**config.mk**
```make
export PLATFORM = sky130hd
export DESIGN_NAME = steal_chan
export DESIGN_NICKNAME = d
export VERILOG_FILES = /design/src/rtl/steal_pkg.sv /design/src/rtl/steal_ptr.sv /design/src/rtl/steal_seq.sv /design/src/rtl/steal_flags.sv /design/src/rtl/steal_chan.sv
export SDC_FILE = /design/constraint.sdc
export NUM_CORES = 1
export LEC_CHECK = 0
export ABC_AREA = 1
export BUFFER_PORTS_ARGS = -buffer_cell sky130_fd_sc_hd__buf_4
export CORE_UTILIZATION = 25
export CTS_BUF_LIST = sky130_fd_sc_hd__clkbuf_4 sky130_fd_sc_hd__clkbuf_8 sky130_fd_sc_hd__clkbuf_16
export CTS_CLUSTER_DIAMETER = 200
export CTS_CLUSTER_SIZE = 10
export DETAILED_ROUTE_END_ITERATION = 8
export GPL_TIMING_DRIVEN = 0
export PLACE_DENSITY = 0.51
export SLEW_MARGIN = 40
export SYNTH_ARGS = -nofsm -noshare
export SYNTH_HDL_FRONTEND = slang
export SYNTH_HIERARCHICAL = 1
export SYNTH_SLANG_ARGS = --single-unit
export TNS_END_PERCENT = 1
```
**constraint.sdc**
```tcl
create_clock -name clk -period 1.6 [get_ports clk]
set_clock_uncertainty 0.15 [all_clocks]
set_input_delay 0.48 -clock clk [delete_from_list [all_inputs] [get_ports clk]]
set_output_delay 0.48 -clock clk [all_outputs]
set_load 0.05 [all_outputs]
```
**src/rtl/steal_pkg.sv**
```systemverilog
package steal_pkg;
   typedef enum logic [2:0] {
      ST_IDLE  = 3'd0,
      ST_FETCH = 3'd1,
      ST_MRD   = 3'd2,
      ST_DPUT  = 3'd3,
      ST_DGET  = 3'd4,
      ST_MWR   = 3'd5
   } chan_state_e;

   localparam logic [2:0] FN_INIT_WR = 3'b101;
   localparam logic [2:0] FN_INIT_RD = 3'b110;

   function automatic logic is_initiate(input logic [2:0] f);
      return (f == FN_INIT_WR) || (f == FN_INIT_RD);
   endfunction
endpackage

```
**src/rtl/steal_ptr.sv**
```systemverilog
module steal_ptr #(
   parameter int AW = 16,
   parameter int CW = 16
) (
   input  logic          clk,
   input  logic          rst_n,
   input  logic          load_addr,
   input  logic [AW-1:0] addr_in,
   input  logic          step_addr,
   input  logic          load_cnt,
   input  logic [CW-1:0] cnt_in,
   input  logic          dec_cnt,
   output logic [AW-1:0] addr,
   output logic          cnt_last
);
   localparam logic [AW-1:0] ADDR_ONE = AW'(1);
   localparam logic [CW-1:0] CNT_ONE  = CW'(1);

   logic [CW-1:0] cnt_q;

   always_ff @(posedge clk) begin
      if (!rst_n) begin
         addr  <= '0;
         cnt_q <= '0;
      end else begin
         if (load_addr)      addr <= addr_in;
         else if (step_addr) addr <= addr + ADDR_ONE;
         if (load_cnt)       cnt_q <= cnt_in;
         else if (dec_cnt)   cnt_q <= cnt_q - CNT_ONE;
      end
   end

   assign cnt_last = (cnt_q == CNT_ONE);
endmodule

```
**src/rtl/steal_seq.sv**
```systemverilog
module steal_seq
   import steal_pkg::*;
(
   input  logic        clk,
   input  logic        rst_n,
   input  logic        cmd_valid,
   input  logic [2:0]  cmd_func,
   input  logic        mem_gnt,
   input  logic        cnt_word_zero,
   input  logic        cnt_last,
   input  logic        dev_out_ready,
   input  logic        dev_in_valid,
   output chan_state_e state,
   output logic        accept,
   output logic        refuse,
   output logic        done,
   output logic        load_cnt,
   output logic        step_addr,
   output logic        dec_cnt,
   output logic        cap_mem,
   output logic        cap_dev
);
   chan_state_e nxt;
   logic        to_dev_q;

   always_comb begin
      nxt       = state;
      accept    = 1'b0;
      refuse    = 1'b0;
      done      = 1'b0;
      load_cnt  = 1'b0;
      step_addr = 1'b0;
      dec_cnt   = 1'b0;
      cap_mem   = 1'b0;
      cap_dev   = 1'b0;
      if (state != ST_IDLE && cmd_valid && is_initiate(cmd_func)) refuse = 1'b1;
      unique case (state)
         ST_IDLE: if (cmd_valid && is_initiate(cmd_func)) begin
            accept = 1'b1;
            nxt    = ST_FETCH;
         end
         ST_FETCH: if (mem_gnt) begin
            load_cnt  = 1'b1;
            step_addr = 1'b1;
            if (cnt_word_zero) begin
               done = 1'b1;
               nxt  = ST_IDLE;
            end else begin
               nxt = to_dev_q ? ST_MRD : ST_DGET;
            end
         end
         ST_MRD: if (mem_gnt) begin
            cap_mem   = 1'b1;
            step_addr = 1'b1;
            nxt       = ST_DPUT;
         end
         ST_DPUT: if (dev_out_ready) begin
            dec_cnt = 1'b1;
            done    = cnt_last;
            nxt     = cnt_last ? ST_IDLE : ST_MRD;
         end
         ST_DGET: if (dev_in_valid) begin
            cap_dev = 1'b1;
            nxt     = ST_MWR;
         end
         ST_MWR: if (mem_gnt) begin
            step_addr = 1'b1;
            dec_cnt   = 1'b1;
            done      = cnt_last;
            nxt       = cnt_last ? ST_IDLE : ST_DGET;
         end
         default: nxt = ST_IDLE;
      endcase
   end

   always_ff @(posedge clk) begin
      if (!rst_n) begin
         state    <= ST_IDLE;
         to_dev_q <= 1'b0;
      end else begin
         state <= nxt;
         if (accept) to_dev_q <= (cmd_func == FN_INIT_WR);
      end
   end
endmodule

```
**src/rtl/steal_flags.sv**
```systemverilog
module steal_flags (
   input  logic clk,
   input  logic rst_n,
   input  logic done,
   input  logic irq_ack,
   input  logic accept,
   input  logic refuse,
   output logic irq,
   output logic rejected
);
   always_ff @(posedge clk) begin
      if (!rst_n) begin
         irq      <= 1'b0;
         rejected <= 1'b0;
      end else begin
         if (done)         irq <= 1'b1;
         else if (irq_ack) irq <= 1'b0;
         if (refuse)       rejected <= 1'b1;
         else if (accept)  rejected <= 1'b0;
      end
   end
endmodule

```
**src/rtl/steal_chan.sv**
```systemverilog
module steal_chan
   import steal_pkg::*;
#(
   parameter int AW = 16,
   parameter int DW = 16,
   parameter int CW = 16
) (
   input  logic          clk,
   input  logic          rst_n,
   input  logic          cmd_valid,
   input  logic [2:0]    cmd_func,
   input  logic [AW-1:0] cmd_addr,
   output logic          busy,
   output logic          rejected,
   output logic          mem_req,
   output logic          mem_we,
   output logic [AW-1:0] mem_addr,
   output logic [DW-1:0] mem_wdata,
   input  logic [DW-1:0] mem_rdata,
   input  logic          mem_gnt,
   output logic          dev_out_valid,
   output logic [DW-1:0] dev_out_data,
   input  logic          dev_out_ready,
   input  logic          dev_in_valid,
   input  logic [DW-1:0] dev_in_data,
   output logic          dev_in_ready,
   output logic          irq,
   input  logic          irq_ack
);
   generate
      if (AW < 2)  begin : g_bad_aw  $error("steal_chan: AW must be at least 2"); end
      if (DW < 1)  begin : g_bad_dw  $error("steal_chan: DW must be positive"); end
      if (CW < 1 || CW > DW) begin : g_bad_cw $error("steal_chan: CW must lie in 1..DW"); end
   endgenerate

   chan_state_e   state;
   logic          accept, refuse, done;
   logic          load_cnt, step_addr, dec_cnt, cap_mem, cap_dev;
   logic          cnt_last;
   logic [DW-1:0] word_q;
   logic [CW-1:0] cnt_word;

   assign cnt_word = mem_rdata[CW-1:0];

   steal_seq u_seq (
      .clk           (clk),
      .rst_n         (rst_n),
      .cmd_valid     (cmd_valid),
      .cmd_func      (cmd_func),
      .mem_gnt       (mem_gnt),
      .cnt_word_zero (cnt_word == '0),
      .cnt_last      (cnt_last),
      .dev_out_ready (dev_out_ready),
      .dev_in_valid  (dev_in_valid),
      .state         (state),
      .accept        (accept),
      .refuse        (refuse),
      .done          (done),
      .load_cnt      (load_cnt),
      .step_addr     (step_addr),
      .dec_cnt       (dec_cnt),
      .cap_mem       (cap_mem),
      .cap_dev       (cap_dev)
   );

   steal_ptr #(.AW(AW), .CW(CW)) u_ptr (
      .clk       (clk),
      .rst_n     (rst_n),
      .load_addr (accept),
      .addr_in   (cmd_addr),
      .step_addr (step_addr),
      .load_cnt  (load_cnt),
      .cnt_in    (cnt_word),
      .dec_cnt   (dec_cnt),
      .addr      (mem_addr),
      .cnt_last  (cnt_last)
   );

   steal_flags u_flags (
      .clk      (clk),
      .rst_n    (rst_n),
      .done     (done),
      .irq_ack  (irq_ack),
      .accept   (accept),
      .refuse   (refuse),
      .irq      (irq),
      .rejected (rejected)
   );

   always_ff @(posedge clk) begin
      if (!rst_n)       word_q <= '0;
      else if (cap_mem) word_q <= mem_rdata;
      else if (cap_dev) word_q <= dev_in_data;
   end

   assign busy          = (state != ST_IDLE);
   assign mem_req       = (state == ST_FETCH) || (state == ST_MRD) || (state == ST_MWR);
   assign mem_we        = (state == ST_MWR);
   assign mem_wdata     = word_q;
   assign dev_out_valid = (state == ST_DPUT);
   assign dev_out_data  = word_q;
   assign dev_in_ready  = (state == ST_DGET);
endmodule

```
==> impl_metrics.sql <==
INSERT INTO impl_metrics (metric_group, metric, value, unit) VALUES
('outcome', 'outcome', 'finished with violations', ''),
('outcome', 'violated_checks', 'negative setup slack', ''),
('logic_synthesis', 'synth_top_cell_by_area', 'sky130_fd_sc_hd__dfxtp_1', ''),
('timing', 'fin_crit', '1820', 'ps'),
('setup_path', 'cp.required', '970', 'ps'),
('setup_path', 'critical_path_arrival', '1190', 'ps'),
('setup_path', 'kind_of_end_point_of_the_critical_path', 'output pin', ''),
('timing', 'worst_slew_margin_rel', '0.568', ''),
('cts', 'tritoncts', 'built', ''),
('floorplan', 'placement_rows', '43', ''),
('layout', 'syn2layout_area_growth', '57.7', '%'),
('global_route', 'largest_net_degree_at_the_start_of_global_routing', '17', ''),
('logic_synthesis', 'synth_largest_type_area_fraction', '0.299', ''),
('detailed_routing', 'drc', '0', ''),
('hold_path', 'hp-class', 'input port to register', ''),
('global_route', 'grt_overflow_total', '0', ''),
('place', 'finalWeightedCongestion', '0.870', ''),
('detailed_routing', 'avgViaCountPerCell', '4.49', ''),
('timing', 'report.final.hold_viol_count', '0', ''),
('logic_synthesis', 'synth_enable_flop_cells', '0', ''),
('setup_path', 'worst-setup-path-type', 'register to output pin', ''),
('layout', 'post_route_cells_drive_above_1_share', '0.415', ''),
('floorplan', 'floorplan.initialDensity', '0.258', ''),
('logic_synthesis', 'synthFlopType', 'sky130_fd_sc_hd__dfxtp_1', ''),
('logic_synthesis', 'syn-instance-count', '587', ''),
('logic_synthesis', 'ys.warnings.count', '6', ''),
('timing', 'final_critical_path_setup_slack', '-220', 'ps'),
('layout', 'layout_common_cells', 'sky130_fd_sc_hd__nand2_1 (144), sky130_fd_sc_hd__buf_4 (123), sky130_fd_sc_hd__inv_1 (72)', ''),
('pwr', 'vdd_ir_drop_max', '0.551', 'mV'),
('logic_synthesis', 'yosysSeqAreaShare', '0.299', ''),
('timing', 'setup-violations-final', '50', ''),
('floorplan', 'num_io_pins', '113', ''),
('cts', 'cts.sinks', '54', ''),
('detailed_routing', 'via_count', '4122', ''),
('floorplan', 'placeableCoreArea', '14000', 'um^2'),
('setup_path', 'worstPathBufferInverterCount', '2', ''),
('floorplan', 'die_h', '122', 'um'),
('detailed_routing', 'drt_wl_total', '11.7', 'mm'),
('logic_synthesis', 'yosysUniqueCellTypes', '36', ''),
('global_route', 'gr-usage-all-layers', '0.153', ''),
('global_route', 'wire_length_of_the_first_global_routing_pass', '18.0', 'mm'),
('global_route', 'first_global_vias', '3904', ''),
('setup_path', 'cp_slowest_stage_delay', '400', 'ps'),
('timing', 'max_freq', '549', 'MHz'),
('timing', 'totalNegativeSetupSlack', '-5090', 'ps'),
('pwr', 'total_power', '0.00852', 'W'),
('cts', 'clock_path_buffers', '2', ''),
('setup_path', 'top_fanout_value_on_the_critical_path', '6', ''),
('place', 'io_buffers', '112', ''),
('detailed_routing', 'initialDrtViolationCount', '198', ''),
('cts', 'ctsHtreeMaxLevel', '2', ''),
('setup_path', 'critical-path-top-delay-family', 'flip-flops', ''),
('pwr', 'power.density', '1500', 'nW/um^2'),
('setup_path', 'critPathLaunchType', 'register', ''),
('run', 'max_cap_violations', '0', ''),
('timing', 'rsz0062_at_grt', 'true', ''),
('logic_synthesis', 'synth.ff_latch_count', '54', ''),
('timing', 'worstMarginPinSlew', '648', 'ps'),
('pwr', 'leakagePower', '2.71', 'nW'),
('detailed_routing', 'antenna_left', '0', ''),
('detailed_routing', 'route.detailed.wl_per_inst', '12.7', 'um'),
('logic_synthesis', 'async_flop_share', '0', ''),
('layout', 'n_antenna_cell', '0', ''),
('layout', 'layout.cells.most_common', 'sky130_fd_sc_hd__nand2_1', ''),
('detailed_routing', 'detail_route.first_pass.iterations', '5', ''),
('timing', 'min_period_over_period', '1.14', ''),
('logic_synthesis', 'synthesis.nets', '648', ''),
('logic_synthesis', 'post_synth_main_area_contributors', 'sky130_fd_sc_hd__dfxtp_1 (30%), sky130_fd_sc_hd__nand2_1 (17%), sky130_fd_sc_hd__inv_1 (8.5%)', ''),
('place', 'dp_hpwl', '8.51', 'mm'),
('setup_path', 'path_cells', 'buf_6, nor3_4, buf_6', ''),
('logic_synthesis', 'synthesis.area_per_instance', '6.15', 'um^2');
[sequential cells by signal, indices dropped and copies added, names as in the netlist]
name and count:
u_flags/rejected 1, u_seq/to_dev_q 1, dev_out_data 16, u_ptr/cnt_q 16, u_ptr/addr 16, u_seq/state 3, u_flags/irq 1
[synthesized netlist by cell type, drive strengths merged, types with 3 or more instances]
cell type,n
nand2,166
inv,90
nor2,82
nand3,63
dfxtp,54
buf,28
a21oi,23
nor3,14
o21ai,13
a22oi,12
a31oi,8
xor2,8
clkbuf,7
nand4,4
ha,3
xnor2,3
[path summary, 6_finish.rpt]
path / startpoint / to / slack, ps / cells after the start
setup / recovery: u_seq/state[0]$_SDFFE_PN0P_ / dev_in_ready / -220 / 3
hold / removal: dev_in_data[12] / dev_out_data[12]$_SDFFE_PN0P_ / 240 / 3
setup reg to reg: u_seq/state[2]$_SDFFE_PN0P_ / u_ptr/addr[14]$_SDFFE_PN0P_ / -180 / 10
hold reg to reg: u_flags/rejected$_SDFFE_PN0P_ / u_flags/rejected$_SDFFE_PN0P_ / 320 / 2
[layer usage]
layer,wire length (um),vias up,part of all wire,GRT usage
met2,5480,138,0.47,0.256
met4,259,0,0.022,0.0564
met3,731,25,0.062,0.0351
met1,5230,1825,0.45,0.191
li1,-,2134,-,-
met5,0,-,0,0
[report_power, final]
part / switching (W) / internal [W] / total [W]
clock: 0.000545 / 0.000758 / 0.00130
sequential: 0.000370 / 0.00167 / 0.00204
combinational: 0.00314 / 0.00204 / 0.00518
[cells by family after synthesis]
logic type | after synthesis | share of synthesized area
xor+xnor | 11 | 0.0288
compound gates | 57 | 0.0928
simple gates | 337 | 0.415
buf+inv | 125 | 0.153
fa+ha+maj | 3 | 0.0104
flops | 54 | 0.299
[tightest hold or removal path, cell delays in order]
cell and delay [ps]:
sky130_fd_sc_hd__buf_4 80, sky130_fd_sc_hd__nor2_1 30, sky130_fd_sc_hd__nor2_1 80
[stage by stage]
step,setup slack (ps),util,hold slack [ps],std cells,cell area (um^2)
detailed placement,-550,0.337,313,879,4710
global route,-285,0.407,246,919,5700
global placement,-538,0.337,304,879,4710
finish,-220,0.407,241,919,5700
floorplan,-119,-,321,587,3640
CTS,-166,0.379,231,904,5300
[final cells by class]
class / instances / area (um^2)
timing repair buffer: 144 / 1230
sequential: 54 / 1130
inverter: 90 / 355
buffer: 35 / 308
tap: 180 / 225
clock buffer: 6 / 133
clock inverter: 2 / 37.5
fill: 1471 / 8290
multi-input combinational: 408 / 2280
[repair_timing]
item,CTS,global route
setup buffers,16,12
gates resized for setup,95,100
pin swaps,10,24
cloned,1,3
endpoints found under the setup margin,75,80
Power figures use the tool's default switching activity.
